<file path="config.mk">
export PLATFORM = sky130hd
export DESIGN_NAME = rxh_hdr_check
export DESIGN_NICKNAME = d
export VERILOG_FILES = /design/src/rtl/rxh_pkg.sv /design/src/rtl/rxh_rst_sync.sv /design/src/rtl/rxh_sfd_search.sv /design/src/rtl/rxh_hdr_collect.sv /design/src/rtl/rxh_sig_decode.sv /design/src/rtl/rxh_hdr_check.sv
export SDC_FILE = /design/constraint.sdc
export NUM_CORES = 1
export LEC_CHECK = 0
export BUFFER_PORTS_ARGS = -buffer_cell sky130_fd_sc_hd__buf_2
export CORE_MARGIN = 8
export CORE_UTILIZATION = 23
export CTS_BUF_LIST = sky130_fd_sc_hd__clkbuf_2
export CTS_CLUSTER_SIZE = 12
export DETAILED_ROUTE_END_ITERATION = 7
export PLACE_DENSITY = 0.45
export SETUP_SLACK_MARGIN = 0.05
export SLEW_MARGIN = 20
export SYNTH_ARGS = -nofsm -noshare
export SYNTH_HDL_FRONTEND = slang
export SYNTH_HIERARCHICAL = 1
export SYNTH_SLANG_ARGS = --single-unit
</file>
<file path="constraint.sdc">
create_clock -name clk -period 3.5 [get_ports clk]
set_input_delay 0.525 -clock clk [delete_from_list [all_inputs] [get_ports clk]]
set_output_delay 0.525 -clock clk [all_outputs]
set_load 0.05 [all_outputs]
</file>
<file path="src/rtl/rxh_pkg.sv">
package rxh_pkg;
  localparam int SIG_W = 8;
  localparam int SVC_W = 8;
  localparam int LEN_W = 16;
  localparam int CRC_W = 16;
  localparam int FLD_W = SIG_W + SVC_W + LEN_W;
  localparam int HDR_W = FLD_W + CRC_W;

  localparam logic [CRC_W-1:0] CRC_POLY  = 16'h1021;
  localparam logic [CRC_W-1:0] CRC_SEED  = 16'hFFFF;
  // remainder left after the complemented check word has been shifted in
  localparam logic [CRC_W-1:0] CRC_RESID = 16'h1D0F;

  localparam logic [SIG_W-1:0] RATE_1M  = 8'h0A;
  localparam logic [SIG_W-1:0] RATE_2M  = 8'h14;
  localparam logic [SIG_W-1:0] RATE_5M5 = 8'h37;
  localparam logic [SIG_W-1:0] RATE_11M = 8'h6E;

  typedef enum logic [1:0] {ST_IDLE, ST_SRCH, ST_HDR, ST_DONE} rx_st_e;
  typedef enum logic [1:0] {MD_DBPSK, MD_DQPSK, MD_CCK55, MD_CCK11} demod_e;

  // first received bit sits at the LSB of each field
  typedef struct packed {
    logic [LEN_W-1:0] len;
    logic [SVC_W-1:0] svc;
    logic [SIG_W-1:0] sig;
  } hdr_flds_t;

  function automatic logic [CRC_W-1:0] crc_step(input logic [CRC_W-1:0] c, input logic b);
    logic fb;
    fb = c[CRC_W-1] ^ b;
    return {c[CRC_W-2:0], 1'b0} ^ (fb ? CRC_POLY : '0);
  endfunction
endpackage

</file>
<file path="src/rtl/rxh_rst_sync.sv">
module rxh_rst_sync (
  input  logic clk,
  input  logic rst_n,
  output logic rst_sn
);
  logic [1:0] sync_q;

  always_ff @(posedge clk or negedge rst_n) begin
    if (!rst_n) sync_q <= 2'b00;
    else        sync_q <= {sync_q[0], 1'b1};
  end

  assign rst_sn = sync_q[1];
endmodule

</file>
<file path="src/rtl/rxh_sfd_search.sv">
module rxh_sfd_search #(
  parameter logic [15:0] SFD_LONG = 16'hF3A0,
  parameter int          TMO_UNIT = 64
) (
  input  logic       clk,
  input  logic       rst_n,
  input  logic       clr,
  input  logic       run,
  input  logic       bit_vld,
  input  logic       bit_in,
  input  logic       short_mode,
  input  logic [1:0] tmo_sel,
  output logic       found,
  output logic       expired
);
  localparam int SFD_W = 16;
  localparam int CNT_W = $clog2(TMO_UNIT * 4) + 1;

  logic [SFD_W-1:0] sfd_short;
  logic [SFD_W-1:0] sfd_pat;
  logic [SFD_W-1:0] sh_q, sh_d;
  logic [CNT_W-1:0] cnt_q, cnt_d, cnt_inc, limit;
  logic             take, filled;

  // short delimiter is the long one reversed in time
  for (genvar i = 0; i < SFD_W; i++) begin : g_rev
    assign sfd_short[i] = SFD_LONG[SFD_W-1-i];
  end

  assign sfd_pat = short_mode ? sfd_short : SFD_LONG;

  always_comb begin
    case (tmo_sel)
      2'd1:    limit = CNT_W'(TMO_UNIT);
      2'd2:    limit = CNT_W'(2 * TMO_UNIT);
      2'd3:    limit = CNT_W'(4 * TMO_UNIT);
      default: limit = '0;
    endcase
  end

  assign take    = run && bit_vld;
  assign sh_d    = {bit_in, sh_q[SFD_W-1:1]};
  assign cnt_inc = cnt_q + 1'b1;
  assign filled  = cnt_q >= CNT_W'(SFD_W - 1);
  assign found   = take && filled && (sh_d == sfd_pat);
  assign expired = take && !found && (limit != '0) && (cnt_inc == limit);

  always_comb begin
    cnt_d = cnt_q;
    if (clr)                         cnt_d = '0;
    else if (take && cnt_q != '1)    cnt_d = cnt_inc;
  end

  always_ff @(posedge clk or negedge rst_n) begin
    if (!rst_n) begin
      sh_q  <= '0;
      cnt_q <= '0;
    end else begin
      if (clr)       sh_q <= '0;
      else if (take) sh_q <= sh_d;
      cnt_q <= cnt_d;
    end
  end
endmodule

</file>
<file path="src/rtl/rxh_hdr_collect.sv">
module rxh_hdr_collect
  import rxh_pkg::*;
(
  input  logic      clk,
  input  logic      rst_n,
  input  logic      clr,
  input  logic      run,
  input  logic      bit_vld,
  input  logic      bit_in,
  output logic      last,
  output logic      crc_ok,
  output hdr_flds_t flds
);
  localparam int IDX_W = $clog2(HDR_W);

  logic [FLD_W-1:0] fld_q;
  logic [CRC_W-1:0] crc_q, crc_d;
  logic [IDX_W-1:0] idx_q;
  logic             take, fld_en;

  assign take   = run && bit_vld;
  assign fld_en = take && (idx_q < IDX_W'(FLD_W));
  assign crc_d  = crc_step(crc_q, bit_in);
  assign last   = take && (idx_q == IDX_W'(HDR_W - 1));
  assign crc_ok = (crc_d == CRC_RESID);
  assign flds   = hdr_flds_t'(fld_q);

  always_ff @(posedge clk or negedge rst_n) begin
    if (!rst_n) begin
      fld_q <= '0;
      crc_q <= CRC_SEED;
      idx_q <= '0;
    end else if (clr) begin
      fld_q <= '0;
      crc_q <= CRC_SEED;
      idx_q <= '0;
    end else begin
      if (fld_en) fld_q <= {bit_in, fld_q[FLD_W-1:1]};
      if (take) begin
        crc_q <= crc_d;
        idx_q <= idx_q + 1'b1;
      end
    end
  end
endmodule

</file>
<file path="src/rtl/rxh_sig_decode.sv">
module rxh_sig_decode
  import rxh_pkg::*;
(
  input  logic [SIG_W-1:0] sig,
  output demod_e           mode,
  output logic             known
);
  always_comb begin
    known = 1'b1;
    mode  = MD_DBPSK;
    case (sig)
      RATE_1M:  mode = MD_DBPSK;
      RATE_2M:  mode = MD_DQPSK;
      RATE_5M5: mode = MD_CCK55;
      RATE_11M: mode = MD_CCK11;
      default:  known = 1'b0;
    endcase
  end
endmodule

</file>
<file path="src/rtl/rxh_hdr_check.sv">
module rxh_hdr_check
  import rxh_pkg::*;
#(
  parameter logic [15:0] SFD_LONG = 16'hF3A0,
  parameter int          TMO_UNIT = 64
) (
  input  logic        clk,
  input  logic        rst_n,
  input  logic        rx_en,
  input  logic        short_mode,
  input  logic [1:0]  tmo_sel,
  input  logic        lock_pulse,
  input  logic        bit_vld,
  input  logic        bit_in,
  input  logic        stat_rd,
  output logic        hdr_rdy,
  output logic        reacq,
  output logic        crc_err,
  output logic        mode_vld,
  output logic [1:0]  demod_mode,
  output logic [15:0] hdr_len,
  output logic [7:0]  hdr_svc
);
  logic       rst_sn;
  rx_st_e     st_q, st_d;
  logic       rdy_q, rdy_d, reacq_q, reacq_d, err_q, err_d, mvld_q, mvld_d;
  logic       err_set, srch_clr, hdr_clr, cap_en;
  logic       sfd_found, sfd_expired, hdr_last, hdr_crc_ok, sig_known;
  demod_e     sig_mode, mode_q;
  hdr_flds_t  flds;
  logic [LEN_W-1:0] len_q;
  logic [SVC_W-1:0] svc_q;

  rxh_rst_sync u_rst (
    .clk    (clk),
    .rst_n  (rst_n),
    .rst_sn (rst_sn)
  );

  rxh_sfd_search #(.SFD_LONG(SFD_LONG), .TMO_UNIT(TMO_UNIT)) u_sfd (
    .clk        (clk),
    .rst_n      (rst_sn),
    .clr        (srch_clr),
    .run        (st_q == ST_SRCH),
    .bit_vld    (bit_vld),
    .bit_in     (bit_in),
    .short_mode (short_mode),
    .tmo_sel    (tmo_sel),
    .found      (sfd_found),
    .expired    (sfd_expired)
  );

  rxh_hdr_collect u_hdr (
    .clk     (clk),
    .rst_n   (rst_sn),
    .clr     (hdr_clr),
    .run     (st_q == ST_HDR),
    .bit_vld (bit_vld),
    .bit_in  (bit_in),
    .last    (hdr_last),
    .crc_ok  (hdr_crc_ok),
    .flds    (flds)
  );

  rxh_sig_decode u_dec (
    .sig   (flds.sig),
    .mode  (sig_mode),
    .known (sig_known)
  );

  // next-state logic
  always_comb begin
    st_d     = st_q;
    rdy_d    = rdy_q;
    mvld_d   = mvld_q;
    reacq_d  = 1'b0;
    err_set  = 1'b0;
    srch_clr = 1'b0;
    hdr_clr  = 1'b0;
    cap_en   = 1'b0;
    if (!rx_en) begin
      st_d     = ST_IDLE;
      rdy_d    = 1'b0;
      mvld_d   = 1'b0;
      srch_clr = 1'b1;
      hdr_clr  = 1'b1;
    end else begin
      case (st_q)
        ST_IDLE: begin
          srch_clr = 1'b1;
          hdr_clr  = 1'b1;
          rdy_d    = 1'b0;
          mvld_d   = 1'b0;
          if (lock_pulse) st_d = ST_SRCH;
        end
        ST_SRCH: begin
          hdr_clr = 1'b1;
          if (sfd_found) begin
            st_d  = ST_HDR;
            rdy_d = 1'b1;
          end else if (sfd_expired) begin
            st_d    = ST_IDLE;
            reacq_d = 1'b1;
          end
        end
        ST_HDR: begin
          if (hdr_last) begin
            if (!hdr_crc_ok) begin
              err_set = 1'b1;
              rdy_d   = 1'b0;
              reacq_d = 1'b1;
              st_d    = ST_IDLE;
            end else if (!sig_known) begin
              rdy_d   = 1'b0;
              reacq_d = 1'b1;
              st_d    = ST_IDLE;
            end else begin
              cap_en = 1'b1;
              mvld_d = 1'b1;
              st_d   = ST_DONE;
            end
          end
        end
        default: ;
      endcase
    end
    err_d = err_q;
    if (err_set)      err_d = 1'b1;
    else if (stat_rd) err_d = 1'b0;
  end

  // registers
  always_ff @(posedge clk or negedge rst_sn) begin
    if (!rst_sn) begin
      st_q    <= ST_IDLE;
      rdy_q   <= 1'b0;
      reacq_q <= 1'b0;
      err_q   <= 1'b0;
      mvld_q  <= 1'b0;
      mode_q  <= MD_DBPSK;
      len_q   <= '0;
      svc_q   <= '0;
    end else begin
      st_q    <= st_d;
      rdy_q   <= rdy_d;
      reacq_q <= reacq_d;
      err_q   <= err_d;
      mvld_q  <= mvld_d;
      if (cap_en) begin
        mode_q <= sig_mode;
        len_q  <= flds.len;
        svc_q  <= flds.svc;
      end
    end
  end

  assign hdr_rdy    = rdy_q;
  assign reacq      = reacq_q;
  assign crc_err    = err_q;
  assign mode_vld   = mvld_q;
  assign demod_mode = mode_q;
  assign hdr_len    = len_q;
  assign hdr_svc    = svc_q;
endmodule

</file>
== Word-level counts from Yosys, hierarchy flattened ==
Index checks and enable logic that the tools add are counted.
Widths: inputs -> output; s select.
Word-level totals
  register bits: 113
  input port bits: 10
  output and inout port bits: 30
  logic and storage cells: 122
Cells by class
  add/sub/neg operators: 2
  $lt $le $gt $ge: 2
  equal/unequal tests: 23
  mux-type cells: 56
  bitwise gates (word level): 2
  reductions and logical operators: 23
Operators by type and width (number)
  $mux 16: 5
  $mux 32: 2
  $mux 1: 31
  $pmux 9 s3: 1
  $mux 9: 2
  $eq 16x13->1 const B: 1
  $eq 16x16->1: 1
  $xor 16x16->16: 1
  $ne 3x3->1 const B: 5
  $mux 2: 7
  $mux 13: 1
  $mux 6: 2
  $pmux 2 s3: 2
  $reduce_and 4->1: 3
  $logic_and 1x1->1: 10
  $reduce_bool 2->1: 5
  $add 9x1->9 const B: 1
  $eq 9x9->1: 1
  $ge 9x4->1 const B: 1
  $ne 9x9->1 const B: 1
  $reduce_bool 9->1: 1
  $eq 8x4->1 const B: 1
  $eq 8x5->1 const B: 1
  $eq 8x6->1 const B: 1
  16 further kinds: 21

== Longest topological paths before layout ==
  word-level depth: 12
  mapped depth: 10
  gate-level depth less buffers: 10

== Cells and area by module ==
Netlist, hierarchy kept.
By module, submodules not included
  rxh_hdr_collect: instances 1, cells each 237, area an instance 2376.0 µm², seq. area each 1371.3 µm²
  rxh_hdr_check: instances 1, cells each 103, area an instance 1421.4 µm², seq. area each 800.8 µm²
  rxh_sfd_search: instances 1, cells each 150, area an instance 1292.5 µm², seq. area each 600.6 µm²
  rxh_sig_decode: instances 1, cells each 16, area an instance 105.1 µm², seq. area each 0.0 µm²
  rxh_rst_sync: instances 1, cells each 3, area an instance 53.8 µm², seq. area each 50.0 µm²

== Least setup slack after synthesis ==
No wires, ideal clock.
  path kind: reg2reg
  start point: reg st_q[0]
  end point: reg mode_q[0] (netlist: demod_mode[0])
  library setup time: 125 ps
  arrival: 2217 ps
  required time: 3375 ps
  slack: 1158 ps
  stages on the path, launching flop included: 10
  path buffers: 2
  period minus slack after synthesis: 2342 ps
  cells stage by stage: dfrtp_1 -> inv_1 -> ha_1 -> buf_6 -> nand3_2 -> nor4_1 -> nand3_2 -> nor2_4 -> buf_6 -> mux2_2
On the way
  word-level cells in the longest chain between the ends: 6
RTL lines
  start, declared: RTL line rxh_hdr_check.sv:25  | rx_st_e st_q, st_d;
  start signal, assigned: RTL line rxh_hdr_check.sv:144  | st_q <= st_d;
  $eq 2x2->1: RTL line rxh_hdr_check.sv:57  | .run (st_q == ST_HDR),
  $logic_and 1x1->1: RTL line rxh_hdr_collect.sv:21  | assign take = run && bit_vld;
  $logic_and 1x1->1: RTL line rxh_hdr_collect.sv:24  | assign last = take && (idx_q == IDX_W'(HDR_W - 1));
  net hdr_last: RTL line rxh_hdr_check.sv:28  | logic sfd_found, sfd_expired, hdr_last, hdr_crc_ok, sig_known;
  $mux 1: RTL line rxh_hdr_check.sv:107  | if (hdr_last) begin
  $mux 1: RTL line rxh_hdr_check.sv:88  | case (st_q)
  $mux 1: RTL line rxh_hdr_check.sv:81  | if (!rx_en) begin
  end signal, assigned: RTL line rxh_hdr_check.sv:150  | mode_q <= sig_mode;
  end, declared: RTL line rxh_hdr_check.sv:29  | demod_e sig_mode, mode_q;
The timed path passes the listed nets, and every way through them passes these cells.
A chain may end at the register's enable or synchronous reset.

== Final worst setup path ==
  start point: reg u_sfd.cnt_q[0]
  end point: reg st_q[0]
On the way
  word-level cells in the longest chain between the ends: 9
RTL lines
  start, declared: RTL line rxh_sfd_search.sv:22  | logic [CNT_W-1:0] cnt_q, cnt_d, cnt_inc, limit;
  start signal, assigned: RTL line rxh_sfd_search.sv:61  | cnt_q <= cnt_d;
  parallel branches: the longest is 6 deep, another holds $add 9x1->9
  $logic_and 1x1->1 (*): RTL line rxh_sfd_search.sv:46  | assign expired = take && !found && (limit != '0) && (cnt_inc == limit);
  net sfd_expired: RTL line rxh_hdr_check.sv:28
  $ne 4x4->1 (no line) (*)
  $reduce_and 4->1 (no line) (*)
Mark *: on every way through the listed nets, which the timed path passes.

==> results_dict.tcl <==
set metrics [dict create \
    placement.cell_area_um2 5710 \
    vdd.ir_drop.worst_uv 143 \
    maxCapViolations 0 \
    initial_utilization 0.233 \
    number_of_global_route_vias_before_repair 3683 \
    cts.sinks 112 \
    timing.slew.headroom 0.531 \
    fin_crit_sh 0.774 \
    worst_ep_arrival_time_ns 3.29 \
    synth_area_leader_cell "dfrtp_1" \
    num_vias 3736 \
    top_reg_cell_synth "dfrtp_1" \
    setup.worst_path.class "flop to flop" \
    grt_max_degree 72 \
    synth_common_cells "nand2_1 (116), dfrtp_1 (96), a21oi_1 (57)" \
    routed_via_density 4.48 \
    endpoint_kind "flop" \
    post-synth-top-count-cell "nand2_1" \
    final_layout_size_suffix_gt1_frac 0.227 \
    final_nets 560 \
    synth_seq_cells 112 \
    grt_pass1_wl_um 19800 \
    critical_path_peak_fanout 5 \
    stdcell_area_um2 5860 \
    top_level_ports 40 \
    rsz_0062_raised_after_global_routing "false" \
    post_cts.repair.setup_buffers 0 \
    placeableCoreArea_um2 22500 \
    achievable-frequency_mhz 369 \
    globalRouteTotalUtil 0.0868 \
    setup-tns-final_ns 0 \
    placement_rows 55 \
    h_tree_lvl_count 3 \
    area_growth_syn_to_layout_pct 11.6 \
    max_slew_violation_total_from_the_final_report 0 \
    skew_ns 0.0541 \
    timing.critical_path.required_ns 4.08 \
    synth_area_um2 5250 \
    clock_path_buffers 2 \
    ctsRootBufferMaster "clkbuf_2" \
    detail_route.wl_per_cell_um 14.1 \
    setup.worst_path.start_class "flop" \
    power.leakage_uw 0.00244 \
    die_area_um2 27900 \
    fp.dieW_um 167 \
    fin_crit_ns 2.71 \
    die_h_um 167 \
    yosysTopAreaCellShare 0.458 \
    grt_overflow 0 \
    post_synth.cell_area_avg_um2 10.3 \
    detail_route.iter0.violations 313 \
    clock_network_latency_to_the_later_pin_of_the_worst_skew_pair_ns 0.66 \
    timing_worst_slew_pin_value_ns 0.704 \
    drc 0 \
    top_cells_by_area_in_the_synthesized_netlist "dfrtp_1 (46%), nand2_1 (8.3%), dfstp_2 (8.0%), mux2_2 (5.6%), a21oi_1 (5.4%)" \
    hold_viol_final 0 \
    dp_hpwl_um 7600 \
    synth_warn 6 \
    tritoncts.num_buffers 9 \
    buffers_added_on_ports 39 \
    first_pass_detailed_route_iteration_total 5 \
    post-route-worst-setup-slack_ns 0.790 \
    min-delay-path-class "input port to async pin" \
    p_per_area_nw_per_um2 377 \
    number_of_antenna_violations_at_the_first_check_in_global_routing 1 \
    mappedNetlistNets 527 \
    holdWs_ns 0.140 \
    post-place-ws_ns 0.705 \
    synth-edff-count 0 \
    synth_seq_area_share 0.538 \
    async_flop_share 1.00 \
    post_synth_inst_count 509 \
    timing.final.setup_violations 0 \
    clkTransAtPathRegs_ns 0.34 \
    outcome "complete, no violations" \
    total_power_uw 2210 \
    drtAntennaViolNets 0 \
    post_route_wl_um 11700 \
    synth.lib_cells_used.distinct 62 \
    cts_tree "done" \
    finalWeightedCongestion 0.776 \
]
-- registers in the layout, indices dropped and copies added, names as in the netlist --
name,cells
u_sfd/sh_q,15
hdr_svc,8
u_hdr/crc_q,16
reacq,1
u_rst/sync_q,2
demod_mode,2
hdr_len,16
mode_vld,1
st_q,2
u_hdr/flds,32
crc_err,1
hdr_rdy,1
u_hdr/idx_q,6
u_sfd/cnt_q,9
-- final cells by class --
class,count,area (um2)
Tap cell,285,357
Antenna cell,1,2.50
Inverter,8,30.0
Clock inverter,7,76.3
Fill cell,2349,16600
Multi-Input combinational cell,359,2210
Sequential cell,112,2830
Clock buffer,9,45.0
Timing Repair Buffer,52,310
-- stage by stage --
step                utilization  instances
finish                    0.260        833
global route              0.260        833
CTS                       0.260        832
detailed placement        0.254        814
global placement          0.254        814
floorplan                     -        509
-- worst max-delay path, cell delays in order (launching register included) --
cell       delay, ns
dfrtp_1         0.49
ha_1            0.29
nand3_1         0.11
nor2_1          0.04
ha_1            0.31
xor2_1          0.16
o2111ai_1       0.13
nor4_2          0.33
inv_1           0.08
a222oi_1        0.47
mux2i_1         0.25
-- report_power, final --
| part | internal [uW] | switching (uW) | total [uW] | leakage (uW) |
|---|---|---|---|---|
| Sequential | 1310 | 19.0 | 1330 | 0.00150 |
| Combinational | 77.3 | 182 | 260 | 0.000867 |
| Clock | 121 | 498 | 618 | 0.0000735 |
| Total | 1510 | 699 | 2210 | 0.00244 |
-- cells in the final DEF, fill, tap and decap left out, types with 3 or more instances in the layout --
master	n
dfstp_2	16
nor2_1	20
a21oi_1	57
dfrtp_1	95
mux2_2	26
or3_1	4
nor3_1	4
a211o_1	14
inv_1	8
ha_1	8
and3_1	12
buf_4	10
buf_2	39
o21ai_0	9
nor4bb_1	3
nand3_1	5
nand2b_1	3
mux2i_1	3
clkbuf_2	9
nand2_1	116
xnor2_1	11
xor2_1	7
nand4_1	4
nor4_1	4
and2_1	3
and3_2	5
-- per-layer routing --
metal / part of all wire / vias to the layer above / GRT usage
li1: - / 1825 / -
met1: 0.48 / 1831 / 0.114
met2: 0.46 / 67 / 0.136
met3: 0.037 / 13 / 0.0222
met4: 0.016 / 0 / 0.0321
met5: 0 / - / 0
-- kinds of logic (layout without fill, tap and decap cells) --
logic type | count (synthesis) | in the layout | synth area share
other | 1 | 2 | 0.000714
adders and majority gates | 8 | 8 | 0.0191
DFF | 112 | 112 | 0.538
muxes | 29 | 29 | 0.0615
xor gates and xnor gates | 18 | 18 | 0.0300
and+or+nand+nor | 208 | 208 | 0.201
AOI/OAI and AO/OA | 95 | 95 | 0.108
buffers and inverters | 38 | 76 | 0.0412
-- final timing paths --
kind                            slack [ns]         endpoint            start  cells after the start
worst max-delay path                  0.79          st_q[0]   u_sfd/cnt_q[0]                     10
worst min-delay path                  0.14  u_rst/sync_q[1]            rst_n                      2
worst max register to register        0.79          st_q[0]   u_sfd/cnt_q[0]                     10
worst min register to register        0.33   u_sfd/cnt_q[0]  u_rst/sync_q[1]                      0
max in group asynchronous             2.37   u_hdr/crc_q[0]  u_rst/sync_q[1]                      1
min in group clk                      0.14   u_sfd/sh_q[15]           bit_in                      3
-- timing repair --
action | CTS | global route
hold buffers | 2 | 0
hold endpoints to repair | 3 | 0
resized for setup | 0 | 0
(Power assumes the default switching activity.)
